### src/rtl/capcmp_pkg.sv
package capcmp_pkg;

  typedef enum logic [2:0] {
    MODE_IDLE   = 3'd0,
    MODE_CAPT   = 3'd1,
    MODE_SWT    = 3'd2,
    MODE_TOGGLE = 3'd3,
    MODE_PWM    = 3'd4,
    MODE_WDOG   = 3'd5
  } cc_mode_e;

  // Output level of a PWM channel for a given phase and duty byte.
  function automatic logic pwm_level(input logic [7:0] phase, input logic [7:0] duty);
    return !(phase < duty);
  endfunction

  // Edge qualifier: sel[0] accepts rising, sel[1] accepts falling.
  function automatic logic edge_hit(input logic [1:0] sel, input logic now_v, input logic prev_v);
    logic rise_v, fall_v;
    rise_v = now_v & ~prev_v;
    fall_v = ~now_v & prev_v;
    return (sel[0] & rise_v) | (sel[1] & fall_v);
  endfunction

endpackage

### src/rtl/capcmp_sync_edge.sv
module capcmp_sync_edge
  import capcmp_pkg::*;
#(
  parameter int STAGES = 2
) (
  input  logic       clk,
  input  logic       rst_n,
  input  logic       din,
  input  logic [1:0] sel,
  output logic       hit
);

  logic [STAGES-1:0] sync_q;
  logic              prev_q;

  always_ff @(posedge clk) begin
    if (!rst_n) begin
      sync_q <= '0;
      prev_q <= 1'b0;
    end else begin
      sync_q <= {sync_q[STAGES-2:0], din};
      prev_q <= sync_q[STAGES-1];
    end
  end

  always_comb hit = edge_hit(sel, sync_q[STAGES-1], prev_q);

endmodule

### src/rtl/capcmp_timebase.sv
module capcmp_timebase #(
  parameter int CNT_W = 16,
  parameter int DIV   = 2
) (
  input  logic             clk,
  input  logic             rst_n,
  input  logic             run,
  input  logic             wr,
  input  logic [CNT_W-1:0] wdata,
  output logic [CNT_W-1:0] cnt,
  output logic             step,
  output logic             wrap,
  output logic             lo_wrap
);

  localparam int PW = (DIV > 1) ? $clog2(DIV) : 1;

  logic [PW-1:0] pre_q;
  logic          adv;

  always_comb begin
    adv     = run && (pre_q == PW'(DIV - 1));
    wrap    = adv && !wr && (&cnt);
    lo_wrap = adv && !wr && (&cnt[7:0]);
  end

  always_ff @(posedge clk) begin
    if (!rst_n) begin
      pre_q <= '0;
      cnt   <= '0;
      step  <= 1'b0;
    end else begin
      if (!run || adv) pre_q <= '0;
      else             pre_q <= pre_q + 1'b1;
      if (wr)       cnt <= wdata;
      else if (adv) cnt <= cnt + 1'b1;
      step <= adv && !wr;
    end
  end

endmodule

### src/rtl/capcmp_unit.sv
module capcmp_unit
  import capcmp_pkg::*;
#(
  parameter int CNT_W   = 16,
  parameter bit WDOG_OK = 1'b0,
  parameter int SYNC_N  = 2
) (
  input  logic             clk,
  input  logic             rst_n,
  input  logic [CNT_W-1:0] cnt,
  input  logic             step,
  input  logic             lo_wrap,
  input  logic             cap_in,
  input  logic             cfg_we,
  input  logic             val_we,
  input  logic [4:0]       cfg_data,
  input  logic [CNT_W-1:0] val_data,
  output logic [CNT_W-1:0] val,
  output logic [2:0]       mode,
  output logic [1:0]       esel,
  output logic             cap_evt,
  output logic             cmp_evt,
  output logic             wdt_hit,
  output logic             out
);

  cc_mode_e         mode_q;
  logic [1:0]       esel_q;
  logic [CNT_W-1:0] val_q;
  logic             tog_q;
  logic [7:0]       duty_q;
  logic             match;
  logic [1:0]       live_sel;

  capcmp_sync_edge #(.STAGES(SYNC_N)) u_edge (
    .clk  (clk),
    .rst_n(rst_n),
    .din  (cap_in),
    .sel  (live_sel),
    .hit  (cap_evt)
  );

  always_comb begin
    match    = step && (cnt == val_q);
    live_sel = (mode_q == MODE_CAPT) ? esel_q : 2'b00;
    cmp_evt  = match && ((mode_q == MODE_SWT) || (mode_q == MODE_TOGGLE));
    wdt_hit  = match && WDOG_OK && (mode_q == MODE_WDOG);
    case (mode_q)
      MODE_TOGGLE: out = tog_q;
      MODE_PWM:    out = pwm_level(cnt[7:0], duty_q);
      default:     out = 1'b0;
    endcase
  end

  always_ff @(posedge clk) begin
    if (!rst_n) begin
      mode_q <= MODE_IDLE;
      esel_q <= 2'b00;
      val_q  <= '0;
      tog_q  <= 1'b0;
      duty_q <= 8'h00;
    end else begin
      if (cfg_we) begin
        mode_q <= cc_mode_e'(cfg_data[2:0]);
        esel_q <= cfg_data[4:3];
      end
      if (val_we)       val_q <= val_data;
      else if (cap_evt) val_q <= cnt;
      if (cfg_we)                                   tog_q <= 1'b0;
      else if (cmp_evt && mode_q == MODE_TOGGLE)    tog_q <= ~tog_q;
      if (lo_wrap) duty_q <= val_q[7:0];
    end
  end

  assign val  = val_q;
  assign mode = mode_q;
  assign esel = esel_q;

endmodule

### src/rtl/capcmp_array.sv
module capcmp_array #(
  parameter int CNT_W    = 16,
  parameter int NUM_MOD  = 5,
  parameter int WDOG_IDX = 4,
  parameter int DIV      = 2,
  parameter int AW       = 4
) (
  input  logic               clk,
  input  logic               rst_n,
  input  logic [AW-1:0]      bus_addr,
  input  logic [CNT_W-1:0]   bus_wdata,
  input  logic               bus_we,
  input  logic               bus_re,
  output logic [CNT_W-1:0]   bus_rdata,
  input  logic [NUM_MOD-1:0] cap_in,
  output logic [NUM_MOD-1:0] cmp_out,
  output logic               irq,
  output logic               wdt_rst
);

  localparam int A_CTRL = 0;
  localparam int A_CNT  = 1;
  localparam int A_FLAG = 2;
  localparam int A_IEN  = 3;
  localparam int A_MODE = 4;
  localparam int A_VAL  = A_MODE + NUM_MOD;
  localparam int NF     = NUM_MOD + 1;

  logic             run_q;
  logic [NF-1:0]    ien_q;
  logic [NF-1:0]    flag_q;
  logic [NF-1:0]    flag_set;
  logic [NF-1:0]    flag_clr;
  logic             wdt_q;
  logic [CNT_W-1:0] rd_mux;
  logic [CNT_W-1:0] rdata_q;

  // Named internal events
  logic [CNT_W-1:0]   cnt_q;
  logic               cnt_wr;
  logic               step;
  logic               wrap_evt;
  logic               lo_wrap;
  logic [NUM_MOD-1:0] cap_evt;
  logic [NUM_MOD-1:0] cmp_evt;
  logic [NUM_MOD-1:0] hit_v;
  logic               wdt_hit;

  logic [CNT_W-1:0] u_val  [NUM_MOD];
  logic [2:0]       u_mode [NUM_MOD];
  logic [1:0]       u_esel [NUM_MOD];

  assign cnt_wr = bus_we && (bus_addr == AW'(A_CNT));

  capcmp_timebase #(.CNT_W(CNT_W), .DIV(DIV)) u_tb (
    .clk    (clk),
    .rst_n  (rst_n),
    .run    (run_q),
    .wr     (cnt_wr),
    .wdata  (bus_wdata),
    .cnt    (cnt_q),
    .step   (step),
    .wrap   (wrap_evt),
    .lo_wrap(lo_wrap)
  );

  for (genvar i = 0; i < NUM_MOD; i++) begin : g_unit
    logic cfg_we_i;
    logic val_we_i;
    assign cfg_we_i = bus_we && (bus_addr == AW'(A_MODE + i));
    assign val_we_i = bus_we && (bus_addr == AW'(A_VAL + i));

    capcmp_unit #(.CNT_W(CNT_W), .WDOG_OK(i == WDOG_IDX), .SYNC_N(2)) u_unit (
      .clk     (clk),
      .rst_n   (rst_n),
      .cnt     (cnt_q),
      .step    (step),
      .lo_wrap (lo_wrap),
      .cap_in  (cap_in[i]),
      .cfg_we  (cfg_we_i),
      .val_we  (val_we_i),
      .cfg_data(bus_wdata[4:0]),
      .val_data(bus_wdata),
      .val     (u_val[i]),
      .mode    (u_mode[i]),
      .esel    (u_esel[i]),
      .cap_evt (cap_evt[i]),
      .cmp_evt (cmp_evt[i]),
      .wdt_hit (hit_v[i]),
      .out     (cmp_out[i])
    );
  end

  always_comb begin
    wdt_hit  = |hit_v;
    flag_set = {wrap_evt, cap_evt | cmp_evt};
    flag_clr = (bus_we && bus_addr == AW'(A_FLAG)) ? bus_wdata[NF-1:0] : '0;
  end

  always_ff @(posedge clk) begin
    if (!rst_n) begin
      run_q   <= 1'b0;
      ien_q   <= '0;
      flag_q  <= '0;
      wdt_q   <= 1'b0;
      rdata_q <= '0;
    end else begin
      if (bus_we && bus_addr == AW'(A_CTRL)) run_q <= bus_wdata[0];
      if (bus_we && bus_addr == AW'(A_IEN))  ien_q <= bus_wdata[NF-1:0];
      flag_q <= (flag_q & ~flag_clr) | flag_set;
      wdt_q  <= wdt_hit;
      if (bus_re) rdata_q <= rd_mux;
    end
  end

  always_comb begin
    rd_mux = '0;
    if (bus_addr == AW'(A_CTRL)) rd_mux[0] = run_q;
    if (bus_addr == AW'(A_CNT))  rd_mux = cnt_q;
    if (bus_addr == AW'(A_FLAG)) rd_mux[NF-1:0] = flag_q;
    if (bus_addr == AW'(A_IEN))  rd_mux[NF-1:0] = ien_q;
    for (int k = 0; k < NUM_MOD; k++) begin
      if (bus_addr == AW'(A_MODE + k)) rd_mux = {{(CNT_W-5){1'b0}}, u_esel[k], u_mode[k]};
      if (bus_addr == AW'(A_VAL + k))  rd_mux = u_val[k];
    end
  end

  assign bus_rdata = rdata_q;
  assign irq       = |(flag_q & ien_q);
  assign wdt_rst   = wdt_q;

endmodule

### config.mk
export PLATFORM = sky130hd
export DESIGN_NAME = capcmp_array
export DESIGN_NICKNAME = d
export VERILOG_FILES = /design/src/rtl/capcmp_pkg.sv /design/src/rtl/capcmp_sync_edge.sv /design/src/rtl/capcmp_timebase.sv /design/src/rtl/capcmp_unit.sv /design/src/rtl/capcmp_array.sv
export SDC_FILE = /design/constraint.sdc
export NUM_CORES = 1
export LEC_CHECK = 0
export BUFFER_PORTS_ARGS = -buffer_cell sky130_fd_sc_hd__buf_2
export CAP_MARGIN = 0
export CORE_UTILIZATION = 40
export DETAILED_ROUTE_END_ITERATION = 7
export SLEW_MARGIN = 5
export SYNTH_ARGS = -nofsm -noshare
export SYNTH_HDL_FRONTEND = slang
export SYNTH_SLANG_ARGS = --single-unit
### constraint.sdc
create_clock -name clk -period 2.3 [get_ports clk]
set_input_delay 0.115 -clock clk [delete_from_list [all_inputs] [get_ports clk]]
set_output_delay 0.115 -clock clk [all_outputs]
set_load 0.005 [all_outputs]
# Yosys cells after proc, flatten, opt, wreduce, memory -nomap -nowiden
# Index checks and enable logic that the tools add are counted.
# Widths: inputs -> output; s select.
[word_totals]
reg_bits = 213
input_bits = 29
output_inout_bits = 23
wordCells = 235
[op_classes]
add_sub_neg = 2
magnitude_cmp = 5
eq_ne = 39
muxes = 37
n_bitwise = 46
reduce_logical = 63
[ops]
columns = ["operator", "count"]
rows = [
  ["$mux 16", 23],
  ["$eq 16x16->1", 5],
  ["$lt 8x8->1", 5],
  ["$logic_and 1x1->1", 34],
  ["$eq 3x2->1 const B", 10],
  ["$eq 4x4->1 const B", 6],
  ["$and 1x1->1", 20],
  ["$eq 3x3->1 const B", 6],
  ["$mux 6", 3],
  ["$add 16x1->16 const B", 1],
  ["$eq 4x3->1 const B", 4],
  ["$not 1->1", 16],
  ["$reduce_and 16->1", 1],
  ["$eq 3x1->1 const B", 5],
  ["$and 6x6->6", 2],
  ["$reduce_bool 2->1", 6],
  ["$reduce_or 2->1", 6],
  ["$mux 2", 5],
  ["$pmux 1 s2", 5],
  ["$eq 4x2->1 const B", 2],
  ["$reduce_and 8->1", 1],
  ["$logic_not 1->1", 7],
  ["$logic_or 1x1->1", 6],
  ["$not 6->6", 1],
  ["8 further kinds", 12],
]

# Longest topological paths before layout
[depth]
word_depth = 15
depth_mapped = 9

# Cells and area by module
# A second synthesis with hierarchy kept.
[unflattened]
hier_cells = 1448
hier_area_um2 = 12499.5
[modules_own_cells]
columns = ["module", "instances", "cells_each", "area_each_um2", "seq_area_each_um2"]
rows = [
  ["capcmp_unit at g_unit[0].u_unit ...", 4, 188, 1696.6, 600.6],
  ["capcmp_array", 1, 351, 2575.0, 600.6],
  ["capcmp_unit at g_unit[4].u_unit", 1, 189, 1710.4, 600.6],
  ["capcmp_timebase", 1, 111, 927.1, 360.3],
  ["capcmp_sync_edge", 5, 9, 100.1, 60.1],
]

# Worst setup path after synthesis
# No wires, ideal clock.
[synth_path]
kind = "register -> register"
startpoint = "register u_tb.cnt[1]"
endpoint = "register g_unit[1].u_unit.tog_q"
arrival_ns = 1.754
t_required_ns = 2.220
path_slack_ns = 0.467
stages_incl_launch_ff = 9
period_less_slack_ns = 1.833
path_cell_list = "dfxtp_1 clkbuf_1 buf_1 xnor2_1 nand4_1 nor2_1 nand4_1 xor2_1 nor3b_1"
[synth_between]
elab_chain_cells = 4
[synth_lines]
columns = ["item", "line", "source"]
rows = [
  ["from (decl)", "capcmp_timebase.sv:10", "output logic [CNT_W-1:0] cnt,"],
  ["from (signal assigned)", "capcmp_timebase.sv:35", "if (wr) cnt <= wdata;"],
  ["from (signal assigned)", "capcmp_timebase.sv:36", "else if (adv) cnt <= cnt + 1'b1;"],
  ["$eq 16x16->1", "capcmp_unit.sv:44", "match = step && (cnt == val_q);"],
  ["$logic_and 1x1->1", "capcmp_unit.sv:44", ""],
  ["$logic_and 1x1->1", "capcmp_unit.sv:46", "cmp_evt = match && ((mode_q == MODE_SWT) || (mode_q == MODE_TOGGLE));"],
  ["$logic_and 1x1->1", "capcmp_unit.sv:70", "else if (cmp_evt && mode_q == MODE_TOGGLE) tog_q <= ~tog_q;"],
  ["to (signal assigned)", "capcmp_unit.sv:70", ""],
  ["to (decl)", "capcmp_unit.sv:30", "logic tog_q;"],
]
# Every way passes these cells.
# A chain may end at the register's enable or synchronous reset.

# Worst setup path in the final report
[layout_path]
startpoint = "register g_unit[4].u_unit.mode_q[2]"
endpoint = "output port cmp_out[4]"
[layout_between]
elab_chain_cells = 2
elab_cells_between_ends = 3
[layout_lines]
columns = ["item", "line", "source"]
rows = [
  ["from (decl)", "capcmp_unit.sv:27", "cc_mode_e mode_q;"],
  ["from (signal assigned)", "capcmp_unit.sv:64", "mode_q <= cc_mode_e'(cfg_data[2:0]);"],
  ["$eq 3x3->1 / $eq 3x2->1 (equally long branches)", "capcmp_unit.sv:48", "case (mode_q)"],
  ["$pmux 1 s2 (*)", "capcmp_unit.sv:48", ""],
  ["to (decl)", "capcmp_array.sv:16", "output logic [NUM_MOD-1:0] cmp_out,"],
]
# Every way passes the cells marked *; elsewhere a longest branch is shown, timed or not.

==> metrics.yaml <==
route:
  wirelength_mm: 44.9
  wl_met1_mm: 19.8
  remaining_drc_errors: 0
  wl_met2_mm: 19.8
  antenna_left: 0
  top_layer: "met5"
  vias_per_cell: 5.89
  vias: 11200
  drtIter0Drc: 1048
  drt-wirelength-per-cell_um: 23.6
  firstDrtPassIters: 6
  wl_met3_mm: 3.99
cts:
  numCtsBuffers: 25
  clk_path_buf_depth: 3
  cts_tree: "done"
  clkSlewWorstSetupHoldPaths_ns: 0.06
  clk_latency_ns: 0.55
  cts.sinks: 213
  clock-root-buffer: "clkbuf_16"
  htreeDepth: 1
critical_path:
  crit_type: "reg -> out"
  critPathMaxFanout: 7
  cp.arrival_ns: 2.17
  r2r-start: "u_tb.cnt[1]$_SDFFE_PN0P_"
  reg2reg_to: "flag_q[0]$_SDFF_PN0_"
  startpoint: "g_unit[4].u_unit.mode[2]$_SDFFE_PN0P_"
  setup.worst_path.end_class: "output pin"
  critPathRequiredTime_ns: 2.18
  regToRegSetupSlack_ns: 0.13
  start_kind: "register"
  ff2ff_path_depth: 7
placed_design:
  placed_cells: 1843
  hpwl_mm: 31.7
  place_congestion: 0.967
  io_buffers: 51
sta:
  fin_crit_ns: 2.29
  min_period_over_period_pct: 99.4
  worstMarginPinSlew_ns: 0.793
  slew_headroom_pct: 46.9
  skew_ns: 0.0232
  rsz0062_at_grt: "true"
  drv_slew: 0
  finalSetupViolations: 0
  fmax_mhz: 438
  fin_setup_tns_ns: 0
  hold_viol_final: 0
floorplanning:
  start_util_pct: 41.2
  die_h_um: 178
  row_count: 63
  die-area_sq_um: 31500
  ioPinCount: 52
  die_w_um: 178
  coreArea_sq_um: 30000
layout:
  nNetsFinal: 1562
  fin_cells: 1904
  drive_gt1_share_pct: 15.1
  syn2layout_area_growth_pct: 16.7
  post-route-util_pct: 48.0
synthesis:
  synth_edf_count: 0
  synth_top_cell_by_area: "dfxtp_1"
  syn-cell-area_sq_um: 12300
  synth_cell_types: 72
  ys_top_cells_by_count: "nand2_1 (244), dfxtp_1 (213), mux2i_1 (99)"
  synth_top_family_by_area: "compound AO/OA/AOI/OAI gates"
  synth.area.mux_share_pct: 8.40
  async_flop_share_pct: 0
  synth_top_area_share_pct: 34.6
  synthXorXnorAreaFrac_pct: 6.82
  post_synth_fa_ha_maj_area_fraction_pct: 3.65
  synth-seq-cells: 213
  synthFlopType: "dfxtp_1"
  yosysWarnings: 0
  yosys.area_share.simple_pct: 17.9
  syn_avg_cell_area_sq_um: 8.53
  synth_fp_nets: 1511
  ys_seq_area_share_pct: 34.6
  synth_cells: 1446
  synthMostInstantiatedCell: "nand2_1"
  synth_area_leaders: "dfxtp_1 (35%), mux2i_1 (8.0%), nand2_1 (7.4%), o211a_1 (7.4%), xnor2_1 (4.0%)"
  synth-compound-area-share_pct: 22.5
worst_hold_path:
  holdCritStartpoint: "bus_wdata[5]"
  hold_end: "ien_q[5]$_SDFFE_PN0P_"
  holdPathStages: 3
  hp-class: "in -> reg"
pwr:
  leakagePower_nw: 6.50
  peakVddDrop_v: 0.000575
  p_total_mw: 8.78
  pwr_density_cell_nw_per_um2: 610
grt:
  antenna_found_initial: 2
  grt_pass1_vias: 10500
  grt_overflow: 0
  grt_max_degree: 96
  grtUsageTotal_pct: 28.4
  grt_pass1_wl_mm: 66.5
flow_run:
  cap_violations: 0
outcome:
  status: "finished, final reports clean"
[power breakdown]
group	total [mW]	internal (mW)	switching [mW]
sequential	3.85	3.76	0.0897
clock	4.07	2.44	1.63
combinational	0.862	0.336	0.525
[layout by cell type (no fill, tap or decap), types with 16 or more instances in the layout]
master and n:
a21boi_0 50, a21boi_1 17, a21oi_1 46, and2_1 16, buf_2 49, buf_4 80, clkbuf_16 26, dfxtp_1 207
ha_1 31, inv_1 44, mux2i_1 99, nand2_1 244, nand3_1 40, nand4_1 22, nor2_1 25, nor2b_1 18
o211a_1 91, o21ai_0 58, xnor2_1 56, xor2_1 40
[registers in the layout, indices dropped and copies added, names as in the netlist]
register                     flops
bus_rdata                       16
flag_q                           6
g_unit.u_unit.duty_q            40
g_unit.u_unit.esel              10
g_unit.u_unit.mode              15
g_unit.u_unit.tog_q              5
g_unit.u_unit.u_edge.prev_q      5
g_unit.u_unit.u_edge.sync_q     10
g_unit.u_unit.val               80
ien_q                            6
run_q                            1
u_tb.cnt                        16
u_tb.pre_q                       1
u_tb.step                        1
wdt_rst                          1
[metrics by stage]
stage,setup slack [ns],hold slack (ns),area (sq um)
CTS,-0.00314,0.00200,14300
global route,-0.0420,0.00783,14400
finish,0.0149,0.0215,14400
global placement,0.0131,0.322,13200
detailed placement,-0.0219,0.324,13200
floorplan,0.467,0.242,12300
[critical path, cell delays in order (launching register included)]
cell     delay [ns]
dfxtp_1        0.47
nor3b_1        0.53
nand2_1        0.24
o21ai_2        0.23
buf_2          0.15
[layout make-up]
class,count,area (sq um)
Fill cell,2945,15600
Multi-Input combinational cell,1059,7450
Sequential cell,213,4290
Timing Repair Buffer,153,1160
Clock buffer,36,737
Tap cell,390,488
Inverter,45,169
Clock inverter,7,100
Antenna cell,1,2.50
[worst max path at each step]
stage / to / slack [ns] / depth (start not counted)
after floorplan: g_unit[1].u_unit.tog_q$_SDFFE_PP0P_ / 0.47 / 8
after global placement: flag_q[0]$_SDFF_PN0_ / 0.01 / 6
after detailed placement: flag_q[0]$_SDFF_PN0_ / -0.02 / 6
after CTS: cmp_out[2] / -0.003 / 7
after global routing: cmp_out[1] / -0.04 / 7
final: cmp_out[4] / 0.01 / 4
[layer usage]
layer | up-vias | track usage [%]
li1 | 5206 | -
met2 | 513 | 43.4
met1 | 5411 | 39.4
met4 | 2 | 8.90
met5 | - | 0
met3 | 75 | 6.11
[cell families (layout without fill, tap and decap cells)]
group | count (synthesis) | count (layout)
flops | 213 | 213
compound gates | 373 | 373
fa+ha+maj | 36 | 36
buf+inv | 174 | 241
simple gates | 451 | 451
xor+xnor | 96 | 96
other cells | 0 | 1
mux | 103 | 103
[repair_timing]
action,CTS,global route
setup endpoints to repair,7,7
pin swaps,4,14
resized for setup,22,20
endpoints found under the hold margin,50,0
hold buffers,15,0
gates cloned,0,1
setup buffers,1,3
Note: power is estimated with default switching activity, not from simulation.
